<file path="src/rtl/cd_pkg.sv">
package cd_pkg;
  typedef enum logic [1:0] {
    ST_HUNT    = 2'd0,
    ST_PRESYNC = 2'd1,
    ST_SYNC    = 2'd2
  } cd_state_e;
endpackage

</file>
<file path="src/rtl/cd_hec.sv">
module cd_hec #(
  parameter int              HDR_BITS = 32,
  parameter int              HEC_BITS = 8,
  parameter logic [7:0]      POLY     = 8'h07,
  parameter logic [7:0]      COSET    = 8'h55
) (
  input  logic [HDR_BITS-1:0] hdr_i,
  output logic [HEC_BITS-1:0] hec_o
);
  logic [HEC_BITS-1:0] crc_v;
  logic                fb_v;

  // Bit-serial CRC unrolled over the header, first-received bit first.
  always_comb begin
    crc_v = '0;
    fb_v  = 1'b0;
    for (int i = 0; i < HDR_BITS; i++) begin
      fb_v  = crc_v[HEC_BITS-1] ^ hdr_i[HDR_BITS-1-i];
      crc_v = {crc_v[HEC_BITS-2:0], 1'b0} ^ (fb_v ? POLY[HEC_BITS-1:0] : '0);
    end
    hec_o = crc_v ^ COSET[HEC_BITS-1:0];
  end
endmodule

</file>
<file path="src/rtl/cd_window.sv">
module cd_window #(
  parameter int WIN = 40
) (
  input  logic           clk,
  input  logic           rst,
  input  logic           bit_vld_i,
  input  logic           bit_i,
  output logic [WIN-1:0] win_nxt_o,
  output logic           full_nxt_o
);
  localparam int FW = $clog2(WIN + 1);

  logic [WIN-1:0] win_q;
  logic [FW-1:0]  fill_q;

  always_comb win_nxt_o  = bit_vld_i ? {win_q[WIN-2:0], bit_i} : win_q;
  always_comb full_nxt_o = bit_vld_i && (fill_q >= FW'(WIN - 1));

  always_ff @(posedge clk) begin
    if (rst) begin
      win_q  <= '0;
      fill_q <= '0;
    end else if (bit_vld_i) begin
      win_q <= win_nxt_o;
      if (fill_q != FW'(WIN)) fill_q <= fill_q + 1'b1;
    end
  end


  win_hold_chk: assert property (@(posedge clk) disable iff (rst)
    !$past(bit_vld_i) |-> $stable(win_q));
endmodule

</file>
<file path="src/rtl/cd_fsm.sv">
module cd_fsm
  import cd_pkg::*;
#(
  parameter int CELL_BYTES = 53,
  parameter int DELTA      = 6,
  parameter int ALPHA      = 7
) (
  input  logic      clk,
  input  logic      rst,
  input  logic      bit_vld_i,
  input  logic      full_i,
  input  logic      hec_ok_i,
  output cd_state_e state_o,
  output logic      locd_o,
  output logic      emit_o,
  output logic      start_o
);
  localparam int BW = $clog2(CELL_BYTES);
  localparam int GW = $clog2(DELTA + 1);
  localparam int AW = $clog2(ALPHA + 1);

  cd_state_e      st_q, st_d;
  logic [2:0]     bit_q, bit_d;
  logic [BW-1:0]  byte_q, byte_d;
  logic [GW-1:0]  good_q, good_d;
  logic [AW-1:0]  bad_q, bad_d;
  logic           locd_q, locd_d;
  logic           at_edge, at_check;

  always_comb begin
    at_edge  = (bit_q == 3'd7);
    at_check = at_edge && (byte_q == BW'(CELL_BYTES - 1));
  end

  always_comb begin
    st_d    = st_q;
    bit_d   = bit_q;
    byte_d  = byte_q;
    good_d  = good_q;
    bad_d   = bad_q;
    locd_d  = locd_q;
    emit_o  = 1'b0;
    start_o = 1'b0;
    if (bit_vld_i) begin
      if (st_q == ST_HUNT) begin
        if (full_i && hec_ok_i) begin
          st_d    = ST_PRESYNC;
          bit_d   = '0;
          byte_d  = '0;
          good_d  = '0;
          bad_d   = '0;
          emit_o  = 1'b1;
          start_o = 1'b1;
        end
      end else begin
        bit_d = bit_q + 3'd1;
        if (at_edge) byte_d = at_check ? '0 : byte_q + 1'b1;
        if (at_check) begin
          if (st_q == ST_PRESYNC) begin
            if (hec_ok_i) begin
              emit_o  = 1'b1;
              start_o = 1'b1;
              if (good_q == GW'(DELTA - 1)) begin
                st_d   = ST_SYNC;
                locd_d = 1'b0;
                bad_d  = '0;
              end else begin
                good_d = good_q + 1'b1;
              end
            end else begin
              st_d = ST_HUNT;
            end
          end else begin
            if (hec_ok_i) begin
              bad_d   = '0;
              emit_o  = 1'b1;
              start_o = 1'b1;
            end else if (bad_q == AW'(ALPHA - 1)) begin
              st_d   = ST_HUNT;
              locd_d = 1'b1;
            end else begin
              bad_d   = bad_q + 1'b1;
              emit_o  = 1'b1;
              start_o = 1'b1;
            end
          end
        end else if (at_edge) begin
          emit_o = 1'b1;
        end
      end
    end
  end

  always_ff @(posedge clk) begin
    if (rst) begin
      st_q   <= ST_HUNT;
      bit_q  <= '0;
      byte_q <= '0;
      good_q <= '0;
      bad_q  <= '0;
      locd_q <= 1'b1;
    end else begin
      st_q   <= st_d;
      bit_q  <= bit_d;
      byte_q <= byte_d;
      good_q <= good_d;
      bad_q  <= bad_d;
      locd_q <= locd_d;
    end
  end

  always_comb begin
    state_o = st_q;
    locd_o  = locd_q;
  end


  enter_sync_chk: assert property (@(posedge clk) disable iff (rst)
    $rose(st_q == ST_SYNC) |-> ($past(st_q) == ST_PRESYNC) && ($past(good_q) == GW'(DELTA - 1)));

  sync_loss_chk: assert property (@(posedge clk) disable iff (rst)
    (st_q == ST_HUNT && $past(st_q) == ST_SYNC) |-> locd_q && ($past(bad_q) == AW'(ALPHA - 1)));

  locd_state_chk: assert property (@(posedge clk) disable iff (rst)
    locd_q == (st_q != ST_SYNC));

  idle_hold_chk: assert property (@(posedge clk) disable iff (rst)
    !$past(bit_vld_i) |-> ($stable(st_q) && $stable(bit_q) && $stable(byte_q)));

  byte_range_chk: assert property (@(posedge clk) disable iff (rst)
    byte_q < BW'(CELL_BYTES));
endmodule

</file>
<file path="src/rtl/cell_delineator.sv">
module cell_delineator
  import cd_pkg::*;
#(
  parameter int         HDR_BITS   = 32,
  parameter int         HEC_BITS   = 8,
  parameter logic [7:0] POLY       = 8'h07,
  parameter logic [7:0] COSET      = 8'h55,
  parameter int         CELL_BYTES = 53,
  parameter int         DELTA      = 6,
  parameter int         ALPHA      = 7
) (
  input  logic       clk,
  input  logic       rst,
  input  logic       bit_vld_i,
  input  logic       bit_i,
  output logic [7:0] byte_o,
  output logic       byte_vld_o,
  output logic       cell_start_o,
  output logic [1:0] state_o,
  output logic       locd_o
);
  localparam int WIN = HDR_BITS + HEC_BITS;

  logic [WIN-1:0]      win_nxt;
  logic                full_nxt;
  logic [HEC_BITS-1:0] hec_calc;
  logic                hec_ok;
  logic                emit, start;
  cd_state_e           st;

  cd_window #(.WIN(WIN)) u_win (
    .clk        (clk),
    .rst        (rst),
    .bit_vld_i  (bit_vld_i),
    .bit_i      (bit_i),
    .win_nxt_o  (win_nxt),
    .full_nxt_o (full_nxt)
  );

  cd_hec #(.HDR_BITS(HDR_BITS), .HEC_BITS(HEC_BITS), .POLY(POLY), .COSET(COSET)) u_hec (
    .hdr_i (win_nxt[WIN-1:HEC_BITS]),
    .hec_o (hec_calc)
  );

  always_comb hec_ok = (hec_calc == win_nxt[HEC_BITS-1:0]);

  cd_fsm #(.CELL_BYTES(CELL_BYTES), .DELTA(DELTA), .ALPHA(ALPHA)) u_fsm (
    .clk       (clk),
    .rst       (rst),
    .bit_vld_i (bit_vld_i),
    .full_i    (full_nxt),
    .hec_ok_i  (hec_ok),
    .state_o   (st),
    .locd_o    (locd_o),
    .emit_o    (emit),
    .start_o   (start)
  );

  always_ff @(posedge clk) begin
    if (rst) begin
      byte_o       <= '0;
      byte_vld_o   <= 1'b0;
      cell_start_o <= 1'b0;
    end else begin
      byte_vld_o   <= emit;
      cell_start_o <= start;
      if (emit) byte_o <= win_nxt[WIN-1 -: 8];
    end
  end

  always_comb state_o = st;


  no_out_hunt_chk: assert property (@(posedge clk) disable iff (rst)
    byte_vld_o |-> (st != ST_HUNT));

  start_has_byte_chk: assert property (@(posedge clk) disable iff (rst)
    cell_start_o |-> byte_vld_o);
endmodule

</file>
<file path="config.mk">
export PLATFORM = sky130hd
export DESIGN_NAME = cell_delineator
export DESIGN_NICKNAME = d
export VERILOG_FILES = /design/src/rtl/cd_pkg.sv /design/src/rtl/cd_hec.sv /design/src/rtl/cd_window.sv /design/src/rtl/cd_fsm.sv /design/src/rtl/cell_delineator.sv
export SDC_FILE = /design/constraint.sdc
export NUM_CORES = 1
export LEC_CHECK = 0
export ABC_AREA = 1
export ABC_CLOCK_PERIOD_IN_PS = 6600
export CAP_MARGIN = 20
export CORE_MARGIN = 3
export CORE_UTILIZATION = 67
export DETAILED_ROUTE_END_ITERATION = 10
export GPL_ROUTABILITY_DRIVEN = 0
export GPL_TIMING_DRIVEN = 0
export PLACE_DENSITY = 0.86
export REMOVE_ABC_BUFFERS = 1
export SLEW_MARGIN = 20
export SYNTH_ARGS = -nofsm -noshare
export SYNTH_HDL_FRONTEND = slang
export SYNTH_SLANG_ARGS = --single-unit
export TNS_END_PERCENT = 100
</file>
<file path="constraint.sdc">
create_clock -name clk -period 6.6 [get_ports clk]
set_input_delay 0.99 -clock clk [delete_from_list [all_inputs] [get_ports clk]]
set_output_delay 0.99 -clock clk [all_outputs]
set_load 0.02 [all_outputs]
</file>
==> results.txt <==
----------------------------------------------------
[Critical path]
  Critical Path End Type ... flop
  Critical path startpoint category ... input pin
  Critical path start-end classification ... input pin to flop
  Required time worst endpoint ... about 6.9 ns
  Slack of the worst reg-to-reg path ... 2.57 ns
  Top Family by Delay on Critical Path ... simple AND/OR/NAND/NOR gates
  CP max FO ... 47
  Biggest cell delay along the critical path ... between 0.5 and 0.6 ns
  Crit path arrival time ... 5.65 ns
  Worst R2R End ... u_fsm.bad_q[0]$_SDFFE_PP0P_
  Cell repeated most along the worst path ... nand2_1
  CP max-delay cell ... inv_2
  CP startpoint ... bit_vld_i
  Worst r2r path cells ... 35
  Start of the worst register-to-register path ... u_win.win_q[34]$_SDFFE_PP0P_
  Count of buffering cells on the critical path with inverters included ... 4

[Route]
  Via density per instance ... 5.42
  Total routed wirelength ... 12000 um
  First-pass DRT Iterations ... 5
  Total DRC errors in the routed layout ... 0
  Post-route ant nets ... 0
  Number of violations reported at the end of detailed-routing iteration 0 ... 343
  DR WL/cell ... between 10 and 15 um
  DR vias ... between 5k and 6k

[Place]
  PortBufs ... 16
  Post-DP HPWL ... 8890 um
  Number of cells in the design after placement ... 980

[Floorplan]
  Die span in x ... 94.5 um
  Number of placed I/O pins ... 17
  Placement row count ... 31
  Die Span Y ... 94.5 um
  Core Box Area ... 7410 sq um
  Initial cell density of the core ... 0.708
  Total Die Area ... between 8000 and 9000 sq um

[Hold path]
  Class of the worst hold path ... flop to flop
  WHS Path Cells ... 2
  Hold path startpoint ... u_fsm.bit_q[2]$_SDFFE_PP0P_
  End of the worst hold path ... u_fsm.bit_q[2]$_SDFFE_PP0P_

[Timing]
  Final critical delay including setup and external delays ... 5.39 ns
  Largest clock skew in the final design ... 0.0217 ns
  Final worst path period share ... 0.817
  Maximum achievable frequency ... 185 MHz
  Endpoints failing setup ... 0
  Final hold violations ... 0
  Setup repair after global routing missed its margin ... no
  Worst Max-Slew Pin Slew ... 0.755 ns
  Headroom to the max-slew limit ... 0.493
  Final Slew Violations ... 0

[Clock network]
  TritonCTS clock tree ... done
  TritonCTS buffer count ... 9
  Hold-fix buffer count after cts ... 0
  CTS clock-pin slew for the worst setup and hold paths ... 0.09 ns
  Maximum clock path buffer count ... 2
  CTS Sinks ... 74
  Post-CTS Repair Setup Buffers ... 0
  Post-cts repair resize count ... 0
  H-tree depth ... 3
  CTS Root Buffer Type ... clkbuf_8
  Worst-skew pair later-pin latency ... roughly 0.36 ns

[Power]
  Leakage Power ... 2.99 nW
  Maximum vdd ir drop ... 0.149 mV
  Power density over cell area ... 279 nW/um^2
  Overall power of the completed layout ... between 0.0015 and 0.002 W

[Yosys]
  Average size of a mapped cell ... 5.93 sq um
  Synthesized netlist cell count ... just under 900
  Library cells used by synthesis ... 43
  Number of synthesized flops with an enable pin ... 0
  Post-synthesis cell area ... 5250 sq um
  Synthesis warning total ... 0
  Number of synthesized register bits ... 74
  Cell types occupying the most area after synthesis ... dfxtp_1 (28%), nand2_1 (24%), nand3_1 (7.3%)
  Share of the yosys chip area belonging to registers ... 0.282
  Synth top area share ... 0.282
  Proportion of synthesized flip-flops having asynchronous set or reset ... 0
  Main flop type after synthesis ... dfxtp_1
  Library cell with the largest summed area after synthesis ... dfxtp_1

[Layout]
  Final nets ... 909
  Commonest non-fill, non-tap cell in the layout ... nand2_1
  Most used cells in the layout excluding fill and tap cells ... nand2_1 (339), nor2_1 (94), inv_1 (91)
  Filler Cells Inserted ... 611
  Post-Route Utilization ... 0.767
  Area Growth Syn to Fin ... 8.25%
  Ratio of cells with drive above 1 in the final layout ... 0.0914
  Diode count ... 0
  Post-route non-filler standard cell count ... 996

[Global routing]
  Met2 capacity usage during global routing ... 0.512
  Layer with the highest usage after global routing ... met2
  GR Util All Layers ... 0.286
  Antenna violations before repair ... 0
  Pin count of the biggest net entering global routing ... 48
  First-pass GRT wire length ... ~21000 um
  Met1 track demand over resource in global routing ... 0.341
  Grt total ovfl ... 0
  Via count of the first global-routing pass ... 5108
  M3 GR Usage ... 0.0422

[Job]
  Max-Cap Viols ... 0

[Outcome]
  Outcome ... completed

----------------------------------------------------
## per-layer routing
layer / wire length, um / up-vias / part of all wire
met3: 505 / 29 / 0.042
li1: - / 2777 / -
met5: 0 / - / 0
met4: 225 / 0 / 0.019
met1: 5350 / 2459 / 0.45
met2: 5870 / 136 / 0.49
## synth_stat cells (all sizes together), types with 2 or more instances
master  number
nand2      354
inv        103
nor2       101
nand3       82
dfxtp       74
o21ai       43
or2         20
xor2        16
a21oi       15
nand4       14
ha          13
buf         11
clkbuf      11
mux2i        6
nand3b       5
nor3         3
clkinv       2
nor4         2
xnor2        2
## flip-flops by register name (all words and copies together) (netlist names)
name and flops:
byte_o 8, byte_vld_o 1, cell_start_o 1, u_fsm.bad_q 3
u_fsm.bit_q 3, u_fsm.byte_q 6, u_fsm.good_q 3, u_fsm.locd_o 1
u_fsm.state_o 2, u_win.fill_q 6, u_win.win_q 40
## report_power, final
part / internal, W / total (W) / switching (W) / leakage, nW
sequential: 0.000461 / 0.000469 / 0.00000783 / 0.604
clock: 0.000224 / 0.000405 / 0.000182 / 0.112
combinational: 0.000228 / 0.000711 / 0.000482 / 2.27
total: 0.000913 / 0.00159 / 0.000672 / 2.99
## kinds of logic (layout without fill, tap and decap cells)
logic type / after synthesis / after routing / synth area share
multiplexers: 6 / 6 / 0.0114
AND/OR/NAND/NOR: 583 / 583 / 0.480
flip-flops: 74 / 74 / 0.282
adder cells (fa/ha/maj): 13 / 13 / 0.0310
XOR/XNOR: 18 / 18 / 0.0315
AO/OA/AOI/OAI: 64 / 64 / 0.0665
buffers and inverters: 127 / 139 / 0.0977
## through the flow
step / setup slack [ns] / hold slack [ns] / area, sq um / setup TNS, ns
after floorplan: 2.31 / 0.447 / 5130 / 0
final: 1.21 / 0.475 / 5680 / 0
after CTS: 1.32 / 0.476 / 5680 / 0
after global routing: 0.673 / 0.505 / 5680 / 0
after global placement: -0.886 / 0.455 / 5410 / -18.72
after detailed placement: 0.994 / 0.461 / 5450 / 0
## tightest hold or removal path, cell delays in order (launching register included)
cell and delay, ns:
dfxtp_1 0.32, nand3_1 0.08, nand2_1 0.04
## worst max path at each step
stage                     slack, ns  cells after the start                           to
after floorplan                2.31                     32  u_fsm.bad_q[0]$_SDFFE_PP0P_
after global placement        -0.89                     32  u_fsm.bad_q[1]$_SDFFE_PP0P_
after detailed placement       0.99                     37  u_fsm.bad_q[0]$_SDFFE_PP0P_
after CTS                      1.32                     36  u_fsm.bad_q[2]$_SDFFE_PP0P_
after global routing           0.67                     37  u_fsm.bad_q[0]$_SDFFE_PP0P_
final                          1.21                     37  u_fsm.bad_q[0]$_SDFFE_PP0P_
## layout make-up
type / count / area, sq um / area share
clock inverter: 6 / 90.1 / 0.0159
sequential: 74 / 1480 / 0.261
multi-input combinational: 684 / 3260 / 0.573
clock buffer: 10 / 138 / 0.0242
tap: 99 / 124 / 0.0218
timing repair buffer: 18 / 198 / 0.0348
inverter: 105 / 394 / 0.0694
Power figures use the tool's default switching activity.
